$ cat config.mk
export PLATFORM = sky130hd
export DESIGN_NAME = dualStepperPosCtrl
export DESIGN_NICKNAME = d
export VERILOG_FILES = /design/src/rtl/stepPkg.sv /design/src/rtl/stepAxisData.sv /design/src/rtl/stepAxisCtrl.sv /design/src/rtl/dualStepperPosCtrl.sv
export SDC_FILE = /design/constraint.sdc
export NUM_CORES = 1
export LEC_CHECK = 0
export ABC_CLOCK_PERIOD_IN_PS = 12870
export BUFFER_PORTS_ARGS = -buffer_cell sky130_fd_sc_hd__buf_4
export CORE_MARGIN = 8
export CORE_UTILIZATION = 50
export CTS_BUF_LIST = sky130_fd_sc_hd__clkbuf_8
export DETAILED_ROUTE_END_ITERATION = 10
export MAX_ROUTING_LAYER = met4
export PLACE_DENSITY = 0.68
export SLEW_MARGIN = 5
export SYNTH_ARGS = -nofsm -noshare
export SYNTH_HDL_FRONTEND = slang
export SYNTH_HIERARCHICAL = 1
export SYNTH_SLANG_ARGS = --single-unit
$ cat constraint.sdc
create_clock -name clk -period 12.87 [get_ports clk]
set_input_delay 1.9305 -clock clk [delete_from_list [all_inputs] [get_ports clk]]
set_output_delay 1.9305 -clock clk [all_outputs]
set_load 0.01 [all_outputs]
$ cat src/rtl/stepPkg.sv
package stepPkg;
  typedef enum logic [1:0] {
    PH_IDLE  = 2'd0,
    PH_SETUP = 2'd1,
    PH_HIGH  = 2'd2
  } phaseT;

  // control -> datapath strobes
  typedef struct packed {
    logic advance;   // commit one count on this edge
    logic forward;   // count up when set
  } stepStrobeT;
endpackage

$ cat src/rtl/stepAxisData.sv
module stepAxisData
  import stepPkg::*;
#(
  parameter int POS_W    = 8,
  parameter int POS_MAX  = 248,
  parameter int POS_HOME = 60
) (
  input  logic             clk,
  input  logic             rstN,
  input  logic             loadEn,
  input  logic [POS_W-1:0] loadVal,
  input  logic             homeReq,
  input  stepStrobeT       strobe,
  output logic             atTarget,
  output logic             targetAbove
);
  localparam logic [POS_W-1:0] MaxVal  = POS_W'(POS_MAX);
  localparam logic [POS_W-1:0] HomeVal = POS_W'(POS_HOME);

  logic [POS_W-1:0] targetQ;
  logic [POS_W-1:0] posQ;
  logic [POS_W-1:0] clampedVal;

  assign clampedVal = (loadVal > MaxVal) ? MaxVal : loadVal;

  always_ff @(posedge clk) begin
    if (!rstN) begin
      targetQ <= HomeVal;
    end else if (homeReq) begin
      targetQ <= HomeVal;
    end else if (loadEn) begin
      targetQ <= clampedVal;
    end
  end

  always_ff @(posedge clk) begin
    if (!rstN) begin
      posQ <= HomeVal;
    end else if (strobe.advance) begin
      if (strobe.forward) posQ <= posQ + POS_W'(1);
      else                posQ <= posQ - POS_W'(1);
    end
  end

  assign atTarget    = (targetQ == posQ);
  assign targetAbove = (targetQ > posQ);
endmodule

$ cat src/rtl/stepAxisCtrl.sv
module stepAxisCtrl
  import stepPkg::*;
#(
  parameter int HALF_W = 16
) (
  input  logic              clk,
  input  logic              rstN,
  input  logic [HALF_W-1:0] halfCycles,
  input  logic              atTarget,
  input  logic              targetAbove,
  output logic              stepOut,
  output logic              dirOut,
  output stepStrobeT        strobe
);
  phaseT             phaseQ;
  logic [HALF_W-1:0] cntQ;
  logic [HALF_W-1:0] lastCnt;
  logic              phaseDone;
  logic              stepQ;
  logic              dirQ;

  assign lastCnt   = (halfCycles == '0) ? '0 : halfCycles - HALF_W'(1);
  assign phaseDone = (cntQ >= lastCnt);

  always_ff @(posedge clk) begin
    if (!rstN) begin
      phaseQ <= PH_IDLE;
      cntQ   <= '0;
      stepQ  <= 1'b0;
      dirQ   <= 1'b0;
    end else begin
      case (phaseQ)
        PH_IDLE: begin
          cntQ <= '0;
          if (!atTarget) begin
            dirQ   <= targetAbove;
            phaseQ <= PH_SETUP;
          end
        end
        PH_SETUP: begin
          if (atTarget || (targetAbove != dirQ)) begin
            cntQ   <= '0;
            phaseQ <= PH_IDLE;
          end else if (phaseDone) begin
            cntQ   <= '0;
            stepQ  <= 1'b1;
            phaseQ <= PH_HIGH;
          end else begin
            cntQ <= cntQ + HALF_W'(1);
          end
        end
        PH_HIGH: begin
          if (phaseDone) begin
            cntQ   <= '0;
            stepQ  <= 1'b0;
            phaseQ <= PH_IDLE;
          end else begin
            cntQ <= cntQ + HALF_W'(1);
          end
        end
        default: begin
          cntQ   <= '0;
          stepQ  <= 1'b0;
          phaseQ <= PH_IDLE;
        end
      endcase
    end
  end

  assign stepOut        = stepQ;
  assign dirOut         = dirQ;
  assign strobe.advance = (phaseQ == PH_HIGH) && phaseDone;
  assign strobe.forward = dirQ;
endmodule

$ cat src/rtl/dualStepperPosCtrl.sv
module dualStepperPosCtrl
  import stepPkg::*;
#(
  parameter int AXES     = 2,
  parameter int POS_W    = 8,
  parameter int POS_MAX  = 248,
  parameter int POS_HOME = 60,
  parameter int HALF_W   = 16,
  localparam int SEL_W   = $clog2(AXES),
  localparam int CMD_W   = POS_W + SEL_W
) (
  input  logic              clk,
  input  logic              rstN,
  input  logic              cmdWr,
  input  logic [CMD_W-1:0]  cmdData,
  input  logic              homeCmd,
  input  logic [HALF_W-1:0] halfCycles,
  output logic [AXES-1:0]   stepOut,
  output logic [AXES-1:0]   dirOut,
  output logic [AXES-1:0]   busy,
  output logic              drvEnable
);
  logic enQ;

  always_ff @(posedge clk) begin
    if (!rstN) enQ <= 1'b0;
    else       enQ <= 1'b1;
  end
  assign drvEnable = enQ;

  for (genvar a = 0; a < AXES; a++) begin : g_axis
    logic       loadEn;
    logic       atTarget;
    logic       targetAbove;
    stepStrobeT strobe;

    assign loadEn = cmdWr && (cmdData[CMD_W-1 -: SEL_W] == SEL_W'(a));

    stepAxisData #(
      .POS_W   (POS_W),
      .POS_MAX (POS_MAX),
      .POS_HOME(POS_HOME)
    ) i_data (
      .clk        (clk),
      .rstN       (rstN),
      .loadEn     (loadEn),
      .loadVal    (cmdData[POS_W-1:0]),
      .homeReq    (homeCmd),
      .strobe     (strobe),
      .atTarget   (atTarget),
      .targetAbove(targetAbove)
    );

    stepAxisCtrl #(
      .HALF_W(HALF_W)
    ) i_ctrl (
      .clk        (clk),
      .rstN       (rstN),
      .halfCycles (halfCycles),
      .atTarget   (atTarget),
      .targetAbove(targetAbove),
      .stepOut    (stepOut[a]),
      .dirOut     (dirOut[a]),
      .strobe     (strobe)
    );

    assign busy[a] = !atTarget;
  end
endmodule

==> metrics.txt <==
# TYPE chip_impl_metric gauge
chip_impl_info{name="outcome",value="finished clean"} 1
chip_impl_metric{name="detailed_place_hpwl",unit="um"} 9330
chip_impl_metric{name="area_fraction_of_the_dominant_cell_type_after_synthesis",unit="%"} 26.6
chip_impl_metric{name="timing.critical_path.slowest_cell_delay",unit="ns"} 0.68
chip_impl_metric{name="detailedRoute.firstPassIterationCount",unit=""} 4
chip_impl_info{name="crit_path_class",value="input pin to flop"} 1
chip_impl_metric{name="global_route_wire_length_before_repair",unit="um"} 20600
chip_impl_metric{name="cts_post_setup_buffers_inserted",unit=""} 0
chip_impl_info{name="endpoint",value="g_axis[0].i_data/posQ[6]$_SDFFE_PN0P_"} 1
chip_impl_metric{name="drv_slew",unit=""} 0
chip_impl_info{name="crit_chain",value="buf_4 -> or4_4 -> or4_4 -> nor2_1 -> xor2_1 -> nand2_1 -> ha_1 -> nand4_1 -> nor3_1 -> o311ai_2 -> and3_1 -> nor2_1 -> inv_1 -> a31oi_1 -> o211ai_1"} 1
chip_impl_metric{name="ys_seq_elements",unit=""} 73
chip_impl_metric{name="fmax",unit="GHz"} 0.173
chip_impl_metric{name="critPathRequiredTime",unit="ns"} 13.11
chip_impl_metric{name="clk_path_buf_depth",unit=""} 2
chip_impl_metric{name="drt.antenna.violating_nets",unit=""} 0
chip_impl_metric{name="compound_cell_area_share_of_the_yosys_netlist",unit="%"} 13.9
chip_impl_metric{name="antenna_violations_before_repair",unit=""} 0
chip_impl_metric{name="final_layout_size_suffix_gt1_share",unit="%"} 9.22
chip_impl_metric{name="fillerInstances",unit=""} 1011
chip_impl_metric{name="worst_setup_hold_path_clk_slew",unit="ns"} 0.08
chip_impl_metric{name="fp.dieW",unit="um"} 121
chip_impl_metric{name="cellPowerDensity",unit="mW/mm^2"} 84.0
chip_impl_metric{name="final_nets",unit=""} 792
chip_impl_metric{name="syn_nets",unit=""} 759
chip_impl_metric{name="gr-usage-all-layers",unit="%"} 17.5
chip_impl_info{name="endpoint_kind",value="flop"} 1
chip_impl_info{name="crit-reg2reg-launch",value="g_axis[0].i_ctrl/cntQ[12]$_SDFF_PN0_"} 1
chip_impl_metric{name="routed-via-count",unit=""} 4628
chip_impl_metric{name="reg2regPathDepth",unit=""} 9
chip_impl_info{name="yosysTopAreaCell",value="sky130_fd_sc_hd__dfxtp_1"} 1
chip_impl_metric{name="cts.repair.resized",unit=""} 0
chip_impl_metric{name="vias_in_the_first_global_route",unit=""} 4596
chip_impl_metric{name="drt-total-wl",unit="um"} 12000
chip_impl_metric{name="weighted_congestion_reported_at_the_end_of_routability_driven_placement",unit=""} 0.897
chip_impl_metric{name="finalHoldViolCount",unit=""} 0
chip_impl_metric{name="clock_latency",unit="ns"} 0.37
chip_impl_metric{name="finalCritPeriodShare",unit="%"} 44.9
chip_impl_metric{name="synth_simple_gate_area_share",unit="%"} 24.8
chip_impl_metric{name="drt-vias-per-instance",unit=""} 5.55
chip_impl_info{name="rsz_0062_raised_after_global_routing",value="false"} 1
chip_impl_metric{name="worstPathMaxFanout",unit=""} 13
chip_impl_metric{name="synth_cell_type_count",unit=""} 59
chip_impl_metric{name="h_tree_depth",unit=""} 3
chip_impl_metric{name="max-slew-margin-rel",unit="%"} 26.6
chip_impl_info{name="synth_top_family_by_area",value="simple AND/OR/NAND/NOR gates"} 1
chip_impl_metric{name="globalRoute.totalOverflow",unit=""} 0
chip_impl_metric{name="post_synth_xor_area_fraction",unit="%"} 9.89
chip_impl_metric{name="initial_utilization",unit="%"} 50.9
chip_impl_metric{name="antenna-diode-count",unit=""} 0
chip_impl_metric{name="chipHeight",unit="um"} 121
chip_impl_metric{name="cts_num_sinks",unit=""} 73
chip_impl_info{name="cts-root-buf",value="sky130_fd_sc_hd__clkbuf_8"} 1
chip_impl_info{name="tritoncts_clock_tree",value="done"} 1
chip_impl_metric{name="synth_area_per_cell",unit="sq um"} 8.37
chip_impl_info{name="synth.top_cells.by_area",value="sky130_fd_sc_hd__dfxtp_1, sky130_fd_sc_hd__ha_1, sky130_fd_sc_hd__xor2_1"} 1
chip_impl_metric{name="synth_enable_flop_cells",unit=""} 0
chip_impl_metric{name="synth_sequential_area_ratio",unit="%"} 26.6
chip_impl_metric{name="post_synth_fa_ha_maj_area_fraction",unit="%"} 17.1
chip_impl_metric{name="numPortBuffers",unit=""} 35
chip_impl_metric{name="setup_tns",unit="ns"} 0
chip_impl_info{name="startpoint",value="halfCycles[9]"} 1
chip_impl_metric{name="dp_cells",unit=""} 818
chip_impl_metric{name="cts_inserted_buffers",unit=""} 9
chip_impl_metric{name="number_of_max_capacitance_violations_reported",unit=""} 0
chip_impl_metric{name="reg2reg_setup_slack",unit="ns"} 9.84
chip_impl_info{name="timing.critical_path.from_type",value="input pin"} 1
chip_impl_metric{name="drt-wirelength-per-cell",unit="um"} 14.3
chip_impl_metric{name="power.leakage",unit="nW"} 2.65
chip_impl_metric{name="placeableCoreArea",unit="sq mm"} 0.0108
chip_impl_info{name="cp_slowest_cell",value="sky130_fd_sc_hd__nor2_1"} 1
chip_impl_metric{name="cts_hold_buffers",unit=""} 0
chip_impl_metric{name="fin_skew",unit="ns"} 0.0151
chip_impl_metric{name="num_io_pins",unit=""} 36
chip_impl_info{name="hold_path.class",value="flop to flop"} 1
chip_impl_metric{name="worstPathArrival",unit="ns"} 6.02
chip_impl_metric{name="vdd.ir_drop.worst",unit="mV"} 0.0738
chip_impl_metric{name="syn_inst_count",unit=""} 656
chip_impl_metric{name="number_of_setup_violations_in_the_final_report",unit=""} 0
chip_impl_metric{name="area_growth_syn_to_layout",unit="%"} 10.6
chip_impl_metric{name="non_filler_cells_in_the_finished_layout",unit=""} 834
chip_impl_metric{name="final.min_clock_period",unit="ns"} 5.78
chip_impl_metric{name="dieArea",unit="sq mm"} 0.0146
chip_impl_metric{name="pin_count_of_the_biggest_net_entering_global_routing",unit=""} 38
chip_impl_metric{name="route.detailed.drc",unit=""} 0
chip_impl_metric{name="tightestPinTransition",unit="ns"} 1.10
chip_impl_metric{name="detail_route.iter0.violations",unit=""} 255
chip_impl_metric{name="ys_warn_count",unit=""} 6
chip_impl_metric{name="yosys-mux-area-fraction",unit="%"} 3.46
chip_impl_metric{name="syn_area",unit="sq mm"} 0.00549
chip_impl_info{name="r2r-end",value="g_axis[0].i_data/posQ[6]$_SDFFE_PN0P_"} 1
chip_impl_metric{name="fp-row-count",unit=""} 38
chip_impl_info{name="ys_dominant_reg_cell",value="sky130_fd_sc_hd__dfxtp_1"} 1
chip_impl_metric{name="ys_async_sr_fraction",unit="%"} 0
-- worst min path at each step --
stage	slack (ns)	startpoint	depth (start not counted)	to
floorplan	0.43	g_axis[0].i_ctrl/cntQ[0]$_SDFF_PN0_	1	g_axis[0].i_ctrl/cntQ[0]$_SDFF_PN0_
global placement	0.44	g_axis[0].i_ctrl/cntQ[0]$_SDFF_PN0_	1	g_axis[0].i_ctrl/cntQ[0]$_SDFF_PN0_
detailed placement	0.45	g_axis[1].i_ctrl/cntQ[0]$_SDFF_PN0_	1	g_axis[1].i_ctrl/cntQ[0]$_SDFF_PN0_
CTS	0.47	g_axis[1].i_ctrl/cntQ[0]$_SDFF_PN0_	1	g_axis[1].i_ctrl/cntQ[0]$_SDFF_PN0_
global route	0.50	g_axis[1].i_data/posQ[7]$_SDFFE_PN0P_	2	g_axis[1].i_data/posQ[7]$_SDFFE_PN0P_
finish	0.46	g_axis[1].i_data/posQ[7]$_SDFFE_PN0P_	2	g_axis[1].i_data/posQ[7]$_SDFFE_PN0P_
-- layout make-up --
type                    instances  area (sq um)  share of cell area, %
well taps                     140           175                   2.88
clock buffers                  10           138                   2.27
repair buffers                 35           263                   4.33
multi-input cells             529          3800                   62.5
inverters                      41           154                   2.53
flip-flops and latches         73          1460                   24.1
clock inverters                 6          83.8                   1.38
-- Yosys cell counts, types with 11 or more instances --
| cell type | count |
|---|---|
| sky130_fd_sc_hd__nor2_1 | 65 |
| sky130_fd_sc_hd__nand2_1 | 75 |
| sky130_fd_sc_hd__ha_1 | 72 |
| sky130_fd_sc_hd__xnor2_1 | 28 |
| sky130_fd_sc_hd__and2_1 | 13 |
| sky130_fd_sc_hd__nand3_1 | 12 |
| sky130_fd_sc_hd__mux2i_1 | 19 |
| sky130_fd_sc_hd__dfxtp_1 | 73 |
| sky130_fd_sc_hd__a21oi_1 | 27 |
| sky130_fd_sc_hd__nand4_1 | 12 |
| sky130_fd_sc_hd__and3_1 | 14 |
| sky130_fd_sc_hd__inv_1 | 41 |
| sky130_fd_sc_hd__nor3_1 | 20 |
| sky130_fd_sc_hd__nor2b_1 | 11 |
| sky130_fd_sc_hd__xor2_1 | 34 |
| sky130_fd_sc_hd__o21ai_0 | 14 |
-- worst max-delay path: cells and delay by family --
kind / cells / cell delay (ns)
adder cells (fa/ha/maj): 1 / 0.30
AO/OA/AOI/OAI: 3 / 0.57
AND/OR/NAND/NOR: 8 / 2.75
buffers and inverters: 2 / 0.31
XOR/XNOR: 1 / 0.15
-- through the flow --
stage / total power, mW / instance area [sq um] / hold WS [ns] / util [%] / setup slack [ns]
after global routing: 0.538 / 6070 / 0.495 / 56.3 / 6.88
after floorplan: 0.286 / 5490 / 0.425 / - / 7.46
final: 0.510 / 6070 / 0.462 / 56.3 / 7.09
after detailed placement: 0.313 / 5850 / 0.451 / 54.2 / 6.78
after global placement: 0.311 / 5850 / 0.440 / 54.2 / 6.97
after CTS: 0.518 / 6070 / 0.468 / 56.3 / 7.17
-- kinds of logic (layout without fill, tap and decap cells) --
kind of cell / Yosys count / count (layout)
AND/OR/NAND/NOR: 263 / 263
buffers and inverters: 54 / 92
AO/OA/AOI/OAI: 111 / 111
adder cells (fa/ha/maj): 74 / 74
XOR/XNOR: 62 / 62
multiplexers: 19 / 19
flip-flops: 73 / 73
-- placed cells by master, fill, tap and decap left out, types with 19 or more instances in the layout --
cell type,synthesis,routed
sky130_fd_sc_hd__nand2_1,75,75
sky130_fd_sc_hd__dfxtp_1,73,73
sky130_fd_sc_hd__ha_1,72,72
sky130_fd_sc_hd__nor2_1,65,65
sky130_fd_sc_hd__inv_1,41,43
sky130_fd_sc_hd__buf_4,2,35
sky130_fd_sc_hd__xor2_1,34,34
sky130_fd_sc_hd__xnor2_1,28,28
sky130_fd_sc_hd__a21oi_1,27,27
sky130_fd_sc_hd__nor3_1,20,20
sky130_fd_sc_hd__mux2i_1,19,19
-- routing by layer --
metal	track usage [%]	part of all wire (%)	vias to the layer above
met1	20.6	48	2148
li1	-	-	2385
met4	5.07	1.3	0
met5	-	0	-
met3	4.66	4.3	12
met2	28.7	47	83
-- report_power, final --
part	leakage, nW	switching (mW)	internal [mW]	total (mW)
Sequential	0.590	0.00272	0.228	0.231
Combinational	1.94	0.0435	0.0335	0.0771
Clock	0.115	0.0882	0.113	0.202
Total	2.65	0.134	0.375	0.510
-- sequential cells by signal, summed over array words and instances, names as in the netlist --
register,cells
drvEnable,1
g_axis.i_ctrl/cntQ,32
g_axis.i_ctrl/dirOut,2
g_axis.i_ctrl/phaseQ,4
g_axis.i_ctrl/stepOut,2
g_axis.i_data/posQ,16
g_axis.i_data/targetQ,16
Power figures use the tool's default switching activity.
